**config.mk**
```make
export PLATFORM = sky130hd
export DESIGN_NAME = dma_host_regs
export DESIGN_NICKNAME = d
export VERILOG_FILES = /design/src/rtl/dmah_pkg.sv /design/src/rtl/dmah_decode.sv /design/src/rtl/dmah_chan_regs.sv /design/src/rtl/dmah_ctrl.sv /design/src/rtl/dma_host_regs.sv
export SDC_FILE = /design/constraint.sdc
export NUM_CORES = 1
export LEC_CHECK = 0
export BUFFER_PORTS_ARGS = -buffer_cell sky130_fd_sc_hd__buf_2
export CAP_MARGIN = 10
export CORE_ASPECT_RATIO = 0.9
export CORE_MARGIN = 10
export CORE_UTILIZATION = 52
export DETAILED_ROUTE_END_ITERATION = 16
export PLACE_DENSITY = 0.9
export SYNTH_ARGS = -nofsm -noshare
export SYNTH_HDL_FRONTEND = slang
export SYNTH_SLANG_ARGS = --single-unit
```
**constraint.sdc**
```tcl
create_clock -name clk_i -period 2.8 [get_ports clk_i]
set_clock_uncertainty 0.2 [all_clocks]
set_input_delay 0.14 -clock clk_i [delete_from_list [all_inputs] [get_ports clk_i]]
set_output_delay 0.14 -clock clk_i [all_outputs]
set_load 0.02 [all_outputs]
```
**src/rtl/dmah_pkg.sv**
```systemverilog
package dmah_pkg;
  localparam int DW = 8;
  localparam int AW = 4;
  localparam int MW = 6;

  localparam logic [AW-1:0] OFF_CMD     = 4'h8;
  localparam logic [AW-1:0] OFF_REQ     = 4'h9;
  localparam logic [AW-1:0] OFF_SMASK   = 4'hA;
  localparam logic [AW-1:0] OFF_MODE    = 4'hB;
  localparam logic [AW-1:0] OFF_CLRPTR  = 4'hC;
  localparam logic [AW-1:0] OFF_MCLR    = 4'hD;
  localparam logic [AW-1:0] OFF_UNMASK  = 4'hE;
  localparam logic [AW-1:0] OFF_MASKALL = 4'hF;

  typedef struct packed {
    logic chan_wr;
    logic chan_rd;
    logic cmd_we;
    logic req_we;
    logic smask_we;
    logic mode_we;
    logic clrptr_we;
    logic mclr_we;
    logic unmask_we;
    logic maskall_we;
    logic stat_re;
  } strb_t;
endpackage

```
**src/rtl/dmah_decode.sv**
```systemverilog
module dmah_decode
  import dmah_pkg::*;
#(
  parameter int NCH = 4,
  localparam int CH_W = $clog2(NCH)
) (
  input  logic [AW-1:0]   addr_i,
  input  logic            wr_i,
  input  logic            rd_i,
  output strb_t           strb_o,
  output logic            in_chan_o,
  output logic [CH_W-1:0] ch_o,
  output logic            is_cnt_o
);
  logic rd_ok;

  assign rd_ok     = rd_i & ~wr_i;  // write wins on a double strobe
  assign in_chan_o = (int'(addr_i) < 2 * NCH);
  assign ch_o      = addr_i[CH_W:1];
  assign is_cnt_o  = addr_i[0];

  always_comb begin
    strb_o         = '0;
    strb_o.chan_wr = wr_i & in_chan_o;
    strb_o.chan_rd = rd_ok & in_chan_o;
    if (wr_i && !in_chan_o) begin
      case (addr_i)
        OFF_CMD:     strb_o.cmd_we     = 1'b1;
        OFF_REQ:     strb_o.req_we     = 1'b1;
        OFF_SMASK:   strb_o.smask_we   = 1'b1;
        OFF_MODE:    strb_o.mode_we    = 1'b1;
        OFF_CLRPTR:  strb_o.clrptr_we  = 1'b1;
        OFF_MCLR:    strb_o.mclr_we    = 1'b1;
        OFF_UNMASK:  strb_o.unmask_we  = 1'b1;
        OFF_MASKALL: strb_o.maskall_we = 1'b1;
        default: ;
      endcase
    end
    if (rd_ok && addr_i == OFF_CMD) strb_o.stat_re = 1'b1;
  end
endmodule

```
**src/rtl/dmah_chan_regs.sv**
```systemverilog
module dmah_chan_regs
  import dmah_pkg::*;
#(
  parameter int NCH = 4,
  parameter int RW  = 16,
  localparam int CH_W = $clog2(NCH)
) (
  input  logic            clk_i,
  input  logic            rst_ni,
  input  logic            chan_wr_i,
  input  logic            mode_we_i,
  input  logic [CH_W-1:0] ch_i,
  input  logic            is_cnt_i,
  input  logic            ptr_i,
  input  logic [DW-1:0]   wdata_i,
  output logic [NCH*RW-1:0] base_addr_o,
  output logic [NCH*RW-1:0] base_cnt_o,
  output logic [NCH-1:0]    base_load_o,
  output logic [NCH*MW-1:0] mode_o
);
  for (genvar c = 0; c < NCH; c++) begin : g_ch
    logic [RW-1:0] addr_q, cnt_q;
    logic [MW-1:0] mode_q;
    logic          load_q;
    logic          hit, mhit;

    assign hit  = chan_wr_i && (ch_i == CH_W'(c));
    assign mhit = mode_we_i && (wdata_i[CH_W-1:0] == CH_W'(c));

    always_ff @(posedge clk_i or negedge rst_ni) begin
      if (!rst_ni) begin
        addr_q <= '0;
        cnt_q  <= '0;
        mode_q <= '0;
        load_q <= 1'b0;
      end else begin
        load_q <= hit;
        if (hit && !is_cnt_i) begin
          if (ptr_i) addr_q[RW-1:DW] <= wdata_i;
          else       addr_q[DW-1:0]  <= wdata_i;
        end
        if (hit && is_cnt_i) begin
          if (ptr_i) cnt_q[RW-1:DW] <= wdata_i;
          else       cnt_q[DW-1:0]  <= wdata_i;
        end
        if (mhit) mode_q <= wdata_i[DW-1:DW-MW];
      end
    end

    assign base_addr_o[c*RW +: RW] = addr_q;
    assign base_cnt_o[c*RW +: RW]  = cnt_q;
    assign base_load_o[c]          = load_q;
    assign mode_o[c*MW +: MW]      = mode_q;
  end
endmodule

```
**src/rtl/dmah_ctrl.sv**
```systemverilog
module dmah_ctrl
  import dmah_pkg::*;
#(
  parameter int NCH = 4,
  localparam int CH_W = $clog2(NCH)
) (
  input  logic           clk_i,
  input  logic           rst_ni,
  input  strb_t          strb_i,
  input  logic [DW-1:0]  wdata_i,
  input  logic [NCH-1:0] tc_i,
  output logic           ptr_o,
  output logic [NCH-1:0] mask_o,
  output logic [NCH-1:0] sw_req_o,
  output logic [NCH-1:0] tc_o,
  output logic [DW-1:0]  cmd_o
);
  logic           ptr_q;
  logic [NCH-1:0] mask_q, mask_d, req_q, req_d, tc_q, tc_d;
  logic [DW-1:0]  cmd_q;
  logic [CH_W-1:0] sel;

  assign sel = wdata_i[CH_W-1:0];

  always_comb begin
    mask_d = mask_q;
    if (strb_i.mclr_we)         mask_d = '1;
    else if (strb_i.unmask_we)  mask_d = '0;
    else if (strb_i.maskall_we) mask_d = wdata_i[NCH-1:0];
    else if (strb_i.smask_we)   mask_d[sel] = wdata_i[2];
  end

  always_comb begin
    req_d = req_q;
    if (strb_i.mclr_we)     req_d = '0;
    else if (strb_i.req_we) req_d[sel] = wdata_i[2];
  end

  always_comb begin
    if (strb_i.mclr_we) tc_d = '0;
    else                tc_d = (tc_q & ~{NCH{strb_i.stat_re}}) | tc_i;
  end

  always_ff @(posedge clk_i or negedge rst_ni) begin
    if (!rst_ni) begin
      ptr_q  <= 1'b0;
      mask_q <= '1;
      req_q  <= '0;
      tc_q   <= '0;
      cmd_q  <= '0;
    end else begin
      if (strb_i.mclr_we || strb_i.clrptr_we)     ptr_q <= 1'b0;
      else if (strb_i.chan_wr || strb_i.chan_rd) ptr_q <= ~ptr_q;
      mask_q <= mask_d;
      req_q  <= req_d;
      tc_q   <= tc_d;
      if (strb_i.mclr_we)     cmd_q <= '0;
      else if (strb_i.cmd_we) cmd_q <= wdata_i;
    end
  end

  assign ptr_o    = ptr_q;
  assign mask_o   = mask_q;
  assign sw_req_o = req_q;
  assign tc_o     = tc_q;
  assign cmd_o    = cmd_q;
endmodule

```
**src/rtl/dma_host_regs.sv**
```systemverilog
module dma_host_regs
  import dmah_pkg::*;
#(
  parameter int NCH = 4,
  parameter int RW  = 16,
  localparam int CH_W = $clog2(NCH)
) (
  input  logic              clk_i,
  input  logic              rst_ni,
  input  logic [AW-1:0]     addr_i,
  input  logic [DW-1:0]     wdata_i,
  input  logic              wr_i,
  input  logic              rd_i,
  output logic [DW-1:0]     rdata_o,
  input  logic [NCH*RW-1:0] cur_addr_i,
  input  logic [NCH*RW-1:0] cur_cnt_i,
  input  logic [NCH-1:0]    tc_i,
  input  logic [NCH-1:0]    hw_req_i,
  input  logic [DW-1:0]     temp_i,
  output logic [NCH*RW-1:0] base_addr_o,
  output logic [NCH*RW-1:0] base_cnt_o,
  output logic [NCH-1:0]    base_load_o,
  output logic [NCH-1:0]    mask_o,
  output logic [NCH-1:0]    sw_req_o,
  output logic [DW-1:0]     cmd_o,
  output logic [2*NCH-1:0]  xfer_type_o,
  output logic [NCH-1:0]    auto_init_o,
  output logic [NCH-1:0]    addr_dec_o,
  output logic [2*NCH-1:0]  op_mode_o
);
  strb_t            strb;
  logic             in_chan, is_cnt, ptr_q;
  logic [CH_W-1:0]  ch;
  logic [NCH-1:0]   tc_q;
  logic [NCH*MW-1:0] mode;
  logic [RW-1:0]    cur;
  logic [2*NCH-1:0] stat;

  dmah_decode #(.NCH(NCH)) u_dec (
    .addr_i(addr_i), .wr_i(wr_i), .rd_i(rd_i),
    .strb_o(strb), .in_chan_o(in_chan), .ch_o(ch), .is_cnt_o(is_cnt)
  );

  dmah_ctrl #(.NCH(NCH)) u_ctrl (
    .clk_i(clk_i), .rst_ni(rst_ni), .strb_i(strb), .wdata_i(wdata_i),
    .tc_i(tc_i), .ptr_o(ptr_q), .mask_o(mask_o), .sw_req_o(sw_req_o),
    .tc_o(tc_q), .cmd_o(cmd_o)
  );

  dmah_chan_regs #(.NCH(NCH), .RW(RW)) u_regs (
    .clk_i(clk_i), .rst_ni(rst_ni), .chan_wr_i(strb.chan_wr),
    .mode_we_i(strb.mode_we), .ch_i(ch), .is_cnt_i(is_cnt), .ptr_i(ptr_q),
    .wdata_i(wdata_i), .base_addr_o(base_addr_o), .base_cnt_o(base_cnt_o),
    .base_load_o(base_load_o), .mode_o(mode)
  );

  for (genvar c = 0; c < NCH; c++) begin : g_mode
    assign xfer_type_o[2*c +: 2] = mode[c*MW +: 2];
    assign auto_init_o[c]        = mode[c*MW + 2];
    assign addr_dec_o[c]         = mode[c*MW + 3];
    assign op_mode_o[2*c +: 2]   = mode[c*MW + 4 +: 2];
  end

  assign stat = {sw_req_o | hw_req_i, tc_q};
  assign cur  = is_cnt ? cur_cnt_i[ch*RW +: RW] : cur_addr_i[ch*RW +: RW];

  always_comb begin
    rdata_o = '0;
    if (in_chan) begin
      rdata_o = ptr_q ? cur[RW-1:DW] : cur[DW-1:0];
    end else begin
      case (addr_i)
        OFF_CMD:  rdata_o = DW'(stat);
        OFF_MCLR: rdata_o = temp_i;
        default:  rdata_o = '0;
      endcase
    end
  end
endmodule

```
==> results of run 1 <==
[final cells by class]
class | count | area [sq um]
clock inverter | 13 | 103
fill | 1102 | 4750
inverter | 4 | 15.0
antenna | 3 | 7.51
sequential | 177 | 4430
multi-input combinational | 364 | 3620
clock buffer | 19 | 453
timing repair buffer | 360 | 1910
tap | 202 | 253
[kinds of logic (layout without fill, tap and decap cells)]
logic type | Yosys count | in the layout | share of synthesized area
mux | 201 | 201 | 0.315
compound gates | 61 | 61 | 0.0489
other cells | 0 | 3 | 0
flops | 177 | 177 | 0.533
simple gates | 102 | 102 | 0.0710
buf+inv | 49 | 396 | 0.0314
[timing repair]
action / CTS / global route
hold endpoints to repair: 73 / 0
endpoints found under the setup margin: 0 / 0
hold buffers: 10 / 0
buffers inserted: 0 / 0
[cells in the mapped netlist, types with 4 or more instances]
| cell type | count |
|---|---|
| dfrtp_1 | 173 |
| mux2_2 | 155 |
| nand2_1 | 25 |
| clkbuf_1 | 23 |
| nor2_1 | 20 |
| mux4_2 | 19 |
| mux2i_1 | 16 |
| a21oi_1 | 14 |
| o21ai_0 | 12 |
| mux4_1 | 11 |
| buf_2 | 10 |
| a22oi_1 | 9 |
| nand3_1 | 8 |
| a22o_1 | 7 |
| nand2_2 | 6 |
| nor2_2 | 6 |
| buf_4 | 5 |
| buf_6 | 4 |
| dfstp_2 | 4 |
| inv_1 | 4 |
| nor2b_1 | 4 |
| nor3_1 | 4 |
[state kept, by name, summed over array words and instances (netlist names)]
signal              flops
u_ctrl.ptr_o            1
u_regs.g_ch.mode_q     24
u_regs.g_ch.addr_q     64
u_ctrl.mask_o           4
u_ctrl.cmd_o            8
u_regs.g_ch.cnt_q      64
u_ctrl.tc_o             4
u_regs.g_ch.load_q      4
u_ctrl.sw_req_o         4
[stage by stage]
stage,worst slack [ns],cell area (sq um)
floorplan,0.859,8320
global placement,0.475,10100
detailed placement,0.425,10100
CTS,0.430,10800
global route,0.278,10800
finish,0.383,10800
[critical path, stage by stage, from the launching register on]
cell     delay, ns
dfrtp_1       0.50
nor2_1        0.60
a22oi_1       0.25
nand2_1       0.13
buf_2         0.17
[routing by layer]
metal / wire length, um / GRT usage / vias up
met2: 15900 / 0.486 / 345
met1: 10600 / 0.285 / 3400
met4: 952 / 0.111 / 0
met3: 2430 / 0.0817 / 62
li1: - / - / 2845
met5: 0 / 0 / -
[final timing paths]
check,endpoint,cells past startpoint,slack [ns]
max,rdata_o[1],4,0.38
min,u_ctrl.sw_req_o[3]$_DFFE_PN0P_,2,0.04
max reg2reg,u_regs.g_ch[3].cnt_q[9]$_DFFE_PN0P_,4,0.46
min reg2reg,u_regs.g_ch[2].addr_q[9]$_DFFE_PN0P_,2,0.29
max in group asynchronous,u_ctrl.mask_o[2]$_DFFE_PN1P_,3,1.52
min in group asynchronous,u_regs.g_ch[3].cnt_q[14]$_DFFE_PN0P_,2,0.09
[power groups by stage]
stage | combinational [uW] | sequential [uW] | clock [uW]
3_3_place_gp | 2540 | 3450 | 0
4_1_cts | 2630 | 3470 | 2270
5_1_grt | 2750 | 3540 | 2370
6_report | 2600 | 3480 | 2260
3_5_place_dp | 2610 | 3500 | 0
2_1_floorplan | 799 | 4180 | 0
==> impl_metrics.env, run 1 <==
export IMPL_fin_nets=1084
export IMPL_die_area_sq_mm=0.0215
export IMPL_irDropWorstVdd_mv=0.573
export IMPL_ant_nets=0
export IMPL_status="complete, no violations"
export IMPL_r2r_start="u_ctrl.ptr_o$_DFFE_PN0P_"
export IMPL_grt_first_pass_wirelength_mm=44.6
export IMPL_min_period_ns=2.42
export IMPL_tightest_slew_ns=0.713
export IMPL_synth_cell_area_sq_mm=0.00832
export IMPL_cap_violations=0
export IMPL_p_total_uw=8340
export IMPL_ys_warn_count=0
export IMPL_track_usage=0.269
export IMPL_cts_buffers=17
export IMPL_grt_max_degree=69
export IMPL_worstSkewPairLatency_ns=0.42
export IMPL_wl_per_cell_um=26.1
export IMPL_power_frac_clock=0.271
export IMPL_syn_nets=750
export IMPL_syn_area_per_cell_sq_um=14.1
export IMPL_yosysUniqueCellTypes=55
export IMPL_drt_iter0_drc=417
export IMPL_vias=6652
export IMPL_holdWs_ns=0.0364
export IMPL_core_area_sq_mm=0.0155
export IMPL_finalCritPeriodShare=0.863
export IMPL_layout_commonest_cell="buf_2"
export IMPL_syn_inst=590
export IMPL_post_route_cells_drive_above_1_share=0.624
export IMPL_die_width_um=153
export IMPL_final_cell_mix="338 x buf_2, 173 x dfrtp_1, 155 x mux2_2"
export IMPL_die_y_um=140
export IMPL_pwr_share_seq=0.417
export IMPL_worstPathArrival_ns=2.08
export IMPL_synth_top_area_frac=0.521
export IMPL_start_kind="register"
export IMPL_slew_headroom=0.523
export IMPL_async_flop_share=1.00
export IMPL_root_buffer="clkbuf_16"
export IMPL_dpl_hpwl_mm=22.3
export IMPL_setup_violations=0
export IMPL_clkTransAtPathRegs_ns=0.07
export IMPL_hold_class="primary input to register"
export IMPL_start_util=0.535
export IMPL_p_int_uw=5370
export IMPL_rsz0062_at_grt="no"
export IMPL_clock_fmax_ghz=0.414
export IMPL_rows=43
export IMPL_final_core_util=0.694
export IMPL_vias_per_cell=5.82
export IMPL_final_cells=1142
export IMPL_areaGrowthSynthToFinish_pct=29.8
export IMPL_drv_slew=0
export IMPL_dp_cells=1097
export IMPL_cts_tree="done"
export IMPL_finalHoldViolCount=0
export IMPL_portBuffers=339
export IMPL_cp_data_required_time_ns=2.46
export IMPL_p_switching_uw=2970
export IMPL_cts_repair_resized=0
export IMPL_route_detailed_drc=0
export IMPL_yosys_register_bits=177
export IMPL_yosys_most_used_dff="dfrtp_1"
export IMPL_io_pins=340
export IMPL_tns_ns=0
export IMPL_powerDensity_mw_per_mm2=773
export IMPL_p_leak_uw=0.00559
export IMPL_gp_congestion=0.955
export IMPL_critPathMaxFanout=9
export IMPL_antenna_found_initial=3
export IMPL_setup_worst_path_start="u_ctrl.ptr_o$_DFFE_PN0P_"
export IMPL_htree_levels=4
export IMPL_first_pass_iters=7
export IMPL_grt_pass1_vias=7324
export IMPL_comb_power_share=0.312
export IMPL_swShare=0.356
export IMPL_ys_seq_area_frac=0.533
export IMPL_cts_buffer_depth=2
export IMPL_hold_start="addr_i[2]"
export IMPL_totalWireLength_mm=29.8
export IMPL_crit_type="register to output port"
export IMPL_clock_sinks=177
export IMPL_worst_setup_path_end_kind="output port"
export IMPL_synth_edff_count=0
export IMPL_synthTopCellsByArea="dfrtp_1 52%, mux2_2 21%, mux4_2 5.1%"
export IMPL_grt_ovfl_total=0
export IMPL_synth_top_cell_by_area="dfrtp_1"
Power figures use the tool's default switching activity.
==> run 2, diff against run 1 <==
BUFFER_PORTS_ARGS = -buffer_cell sky130_fd_sc_hd__buf_4   (was -buffer_cell sky130_fd_sc_hd__buf_2)
==> impl_metrics.env, run 2 (same netlist as run 1, synthesis figures left out) <==
export IMPL_clock_fmax_ghz=0.371
export IMPL_setup_worst_path_start="addr_i[2]"
export IMPL_ctsHoldBuffers=23
export IMPL_rows=43
export IMPL_cts_buffer_depth=2
export IMPL_hold_start="wdata_i[0]"
export IMPL_powerDensity_mw_per_mm2=761
export IMPL_die_width_um=153
export IMPL_clock_sinks=177
export IMPL_worstPathArrival_ns=2.36
export IMPL_totalWireLength_mm=30.1
export IMPL_route_detailed_drc=0
export IMPL_slew_headroom=0.445
export IMPL_dpl_hpwl_mm=22.6
export IMPL_post_route_cells_drive_above_1_share=0.614
export IMPL_drv_slew=0
export IMPL_cts_tree="done"
export IMPL_setup_violations=0
export IMPL_finalWorstSetupSlack_ns=0.104
export IMPL_crit_type="primary input to output port"
export IMPL_irDropWorstVdd_mv=0.649
export IMPL_antenna_found_initial=3
export IMPL_status="complete, no violations"
export IMPL_areaGrowthSynthToFinish_pct=41.8
export IMPL_p_int_uw=5990
export IMPL_holdWs_ns=0.0482
export IMPL_htree_levels=4
export IMPL_tightest_slew_ns=0.830
export IMPL_cts_repair_resized=0
export IMPL_cp_cell_sequence="dlygate4sd3_1, buf_4, and2_1, nand2_1, a21o_1, a221oi_1, buf_4"
export IMPL_layout_commonest_cell="buf_4"
export IMPL_p_switching_uw=2970
export IMPL_hold_class="primary input to register"
export IMPL_track_usage=0.272
export IMPL_grt_max_degree=84
export IMPL_finalHoldViolCount=0
export IMPL_cp_data_required_time_ns=2.46
export IMPL_min_period_ns=2.70
export IMPL_cp_common_cell="buf_4"
export IMPL_p_leak_uw=0.00587
export IMPL_pwr_share_seq=0.389
export IMPL_ant_nets=0
export IMPL_r2r_start="u_ctrl.ptr_o$_DFFE_PN0P_"
export IMPL_worst_setup_path_end_kind="output port"
export IMPL_first_pass_iters=5
export IMPL_drt_iter0_drc=439
export IMPL_grt_ovfl_total=0
export IMPL_die_area_sq_mm=0.0215
export IMPL_crit_slowest_cell="dlygate4sd3_1"
export IMPL_fin_nets=1094
export IMPL_tns_ns=0
export IMPL_grt_first_pass_wirelength_mm=45.0
export IMPL_swShare=0.332
export IMPL_dpl_worst_slack_ns=0.435
export IMPL_finalCritPeriodShare=0.963
export IMPL_power_frac_clock=0.274
export IMPL_root_buffer="clkbuf_16"
export IMPL_wl_per_cell_um=26.3
export IMPL_comb_power_share=0.337
export IMPL_start_util=0.535
export IMPL_portBuffers=339
export IMPL_gp_congestion=0.882
export IMPL_grt_pass1_vias=7134
export IMPL_cp_slowest_stage_delay_ns=0.53
export IMPL_die_y_um=140
export IMPL_vias_per_cell=5.83
export IMPL_critPathMaxFanout=22
export IMPL_io_pins=340
export IMPL_cap_violations=0
export IMPL_postCtsSetupBuffers=0
export IMPL_final_cell_mix="344 x buf_4, 173 x dfrtp_1, 155 x mux2_2"
export IMPL_vias=6689
export IMPL_rsz0062_at_grt="no"
export IMPL_top_regs="u_regs.g_ch.addr_q: 64 flops, u_regs.g_ch.cnt_q: 64 flops, u_regs.g_ch.mode_q: 24 flops"
export IMPL_clkTransAtPathRegs_ns=0.07
export IMPL_cts_buffers=17
export IMPL_core_area_sq_mm=0.0155
export IMPL_worstSkewPairLatency_ns=0.41
export IMPL_start_kind="primary input"
-- run 2: final timing paths --
check / slack (ns) / cells past startpoint / to
setup / recovery: 0.10 / 7 / rdata_o[7]
hold / removal: 0.05 / 3 / u_ctrl.cmd_o[0]$_DFFE_PN0P_
setup reg to reg: 0.54 / 4 / u_regs.g_ch[3].cnt_q[8]$_DFFE_PN0P_
hold reg to reg: 0.29 / 2 / u_regs.g_ch[2].addr_q[9]$_DFFE_PN0P_
max in group asynchronous: 1.47 / 3 / u_ctrl.mask_o[0]$_DFFE_PN1P_
min in group asynchronous: 0.13 / 2 / u_regs.g_ch[2].cnt_q[9]$_DFFE_PN0P_
-- run 2: cell type report --
cell class | count | area [sq um]
clock buffers | 17 | 425
flip-flops and latches | 177 | 4430
clock inverters | 13 | 176
well taps | 202 | 253
repair buffers | 370 | 2860
diodes | 1 | 2.50
multi-input cells | 364 | 3620
inverters | 4 | 15.0
fillers | 977 | 3760
-- run 2: per-stage QoR --
step           utilization  instance area [sq um]  total power, uW  cells
2_1_floorplan            -                   8320             4980    590
3_3_place_gp         0.705                  11000             6430   1094
3_5_place_dp         0.705                  11000             6540   1094
4_1_cts              0.758                  11800             9030   1147
5_1_grt              0.758                  11800             9340   1148
6_report             0.758                  11800             8970   1148
-- run 2: power by group through the flow --
stage | registers (uW) | clock network [uW] | logic [uW]
detailed placement | 3520 | 0 | 3020
CTS | 3480 | 2500 | 3050
finish | 3490 | 2460 | 3020
floorplan | 4180 | 0 | 799
global placement | 3470 | 0 | 2960
global route | 3550 | 2610 | 3180
-- run 2: critical path: cells and delay by family --
kind | cells | cell delay, ns
AND/OR/NAND/NOR | 2 | 0.53
buffers and inverters | 3 | 1.06
AO/OA/AOI/OAI | 2 | 0.61
-- run 2: layer usage --
metal | share of wire | GRT usage
met5 | 0.00050 | 0
met4 | 0.034 | 0.115
met3 | 0.092 | 0.0869
met2 | 0.52 | 0.476
met1 | 0.35 | 0.297
==> run 3, diff against run 2 <==
MAX_ROUTING_LAYER = met4   (was default)
==> impl_metrics.env, run 3 (same netlist as run 1, synthesis figures left out) <==
export IMPL_setup_worst_path_start="addr_i[2]"
export IMPL_cp_slowest_stage_delay_ns=0.54
export IMPL_r2r_start="u_ctrl.ptr_o$_DFFE_PN0P_"
export IMPL_clock_sinks=177
export IMPL_core_area_sq_mm=0.0155
export IMPL_final_core_util=0.759
export IMPL_vias_per_cell=5.82
export IMPL_regArea_sq_mm=0.00443
export IMPL_htree_levels=4
export IMPL_clock_fmax_ghz=0.367
export IMPL_fill_cells=977
export IMPL_die_width_um=153
export IMPL_tightest_slew_ns=0.815
export IMPL_areaGrowthSynthToFinish_pct=41.8
export IMPL_track_usage=0.280
export IMPL_crit_slowest_cell="dlygate4sd3_1"
export IMPL_cp_cell_sequence="dlygate4sd3_1, buf_4, and2_1, nand2_1, a21o_1, a221oi_1, buf_4"
export IMPL_grt_pass1_vias=7177
export IMPL_die_y_um=140
export IMPL_grt_max_degree=84
export IMPL_worst_setup_path_end_kind="output port"
export IMPL_critPathMaxFanout=22
export IMPL_root_buffer="clkbuf_16"
export IMPL_crit_type="primary input to output port"
export IMPL_dpl_hpwl_mm=22.6
export IMPL_crit_cells=7
export IMPL_finalHoldViolCount=0
export IMPL_multi_input_area_sq_mm=0.00362
export IMPL_postCtsSetupBuffers=0
export IMPL_wl_per_cell_um=26.2
export IMPL_setup_violations=0
export IMPL_first_pass_iters=5
export IMPL_totalWireLength_mm=30.1
export IMPL_cts_buffer_depth=2
export IMPL_cp_common_cell="buf_4"
export IMPL_vias=6698
export IMPL_status="complete, no violations"
export IMPL_cp_top_family="buffers and inverters"
export IMPL_antenna_found_initial=3
export IMPL_min_period_ns=2.72
export IMPL_drt_iter0_drc=449
export IMPL_start_kind="primary input"
export IMPL_hold_class="primary input to register"
export IMPL_die_area_sq_mm=0.0215
export IMPL_fin_nets=1094
export IMPL_cp_data_required_time_ns=2.46
export IMPL_top_regs="u_regs.g_ch.addr_q: 64 flops, u_regs.g_ch.cnt_q: 64 flops, u_regs.g_ch.mode_q: 24 flops"
export IMPL_cts_tree="done"
export IMPL_slew_headroom=0.455
export IMPL_start_util=0.535
export IMPL_rows=43
export IMPL_route_detailed_drc=0
export IMPL_drv_slew=0
export IMPL_finalCritPeriodShare=0.972
export IMPL_hold_start="wdata_i[0]"
export IMPL_gp_congestion=0.897
export IMPL_worstPathArrival_ns=2.38
export IMPL_final_cell_mix="344 x buf_4, 173 x dfrtp_1, 155 x mux2_2"
export IMPL_tns_ns=0
export IMPL_cts_buffers=17
export IMPL_worstSkewPairLatency_ns=0.42
export IMPL_io_pins=340
export IMPL_irDropWorstVdd_mv=0.648
export IMPL_critPathBufInv=3
export IMPL_cap_violations=0
export IMPL_powerDensity_mw_per_mm2=761
export IMPL_reg2regPathDepth=4
export IMPL_p_leak_uw=0.00587
export IMPL_ant_nets=0
export IMPL_cts_repair_resized=0
export IMPL_grt_ovfl_total=0
export IMPL_whs_path_depth=3
export IMPL_layout_commonest_cell="buf_4"
export IMPL_portBuffers=339
export IMPL_post_route_cells_drive_above_1_share=0.614
export IMPL_clkTransAtPathRegs_ns=0.07
export IMPL_grt_first_pass_wirelength_mm=44.8
export IMPL_rsz0062_at_grt="no"
[run 3: cell count changes in the layout (fill, tap and decap cells not counted)]
cell	before	now
diode_2	1	3
[run 3: final cells by class]
cell class	instances	share of cell area
inverter	4	0.00127
clock inverter	13	0.0150
tap	202	0.0214
timing repair buffer	370	0.243
antenna	3	0.000636
clock buffer	17	0.0361
sequential	177	0.376
multi-input combinational	364	0.307
[run 3: routing by layer]
| layer | share of wire | wire, um | GRT usage |
|---|---|---|---|
| met1 | 0.36 | 10700 | 0.297 |
| met2 | 0.52 | 15700 | 0.477 |
| met3 | 0.088 | 2650 | 0.0872 |
| met4 | 0.036 | 1070 | 0.115 |
| met5 | 0 | 0 | - |
[run 3: timing repair]
action	4_1_cts	5_1_grt
endpoints found under the setup margin	0	0
hold buffers	23	0
endpoints found under the hold margin	99	0
[run 3: per-stage QoR]
step / total power, uW / area [sq um] / hold WS [ns] / std cells / setup WS (ns)
2_1_floorplan: 4980 / 8320 / -0.356 / 590 / 0.859
4_1_cts: 9030 / 11800 / 0.0250 / 1147 / 0.136
5_1_grt: 9330 / 11800 / 0.0424 / 1150 / 0.0246
3_3_place_gp: 6430 / 11000 / 0.0352 / 1094 / 0.427
6_report: 8980 / 11800 / 0.0445 / 1150 / 0.0782
3_5_place_dp: 6540 / 11000 / 0.0392 / 1094 / 0.435
[run 3: worst register-to-register path, delay by kind of cell (launching register included)]
kind | cells | cell delay [ns]
AND/OR/NAND/NOR | 3 | 1.01
flip-flops | 1 | 0.53
multiplexers | 1 | 0.40
[run 3: path summary, 6_finish.rpt]
path	to	slack, ns
setup / recovery	rdata_o[7]	0.08
hold / removal	u_ctrl.cmd_o[0]$_DFFE_PN0P_	0.04
setup reg to reg	u_regs.g_ch[3].cnt_q[8]$_DFFE_PN0P_	0.54
hold reg to reg	u_regs.g_ch[2].addr_q[9]$_DFFE_PN0P_	0.29
max in group asynchronous	u_ctrl.mask_o[0]$_DFFE_PN1P_	1.47
min in group asynchronous	u_regs.g_ch[2].cnt_q[9]$_DFFE_PN0P_	0.13
[run 3: power breakdown]
group / internal [uW] / switching (uW) / total (uW)
combinational: 1430 / 1590 / 3020
clock: 1420 / 1050 / 2470
sequential: 3150 / 343 / 3490
total: 5990 / 2980 / 8980
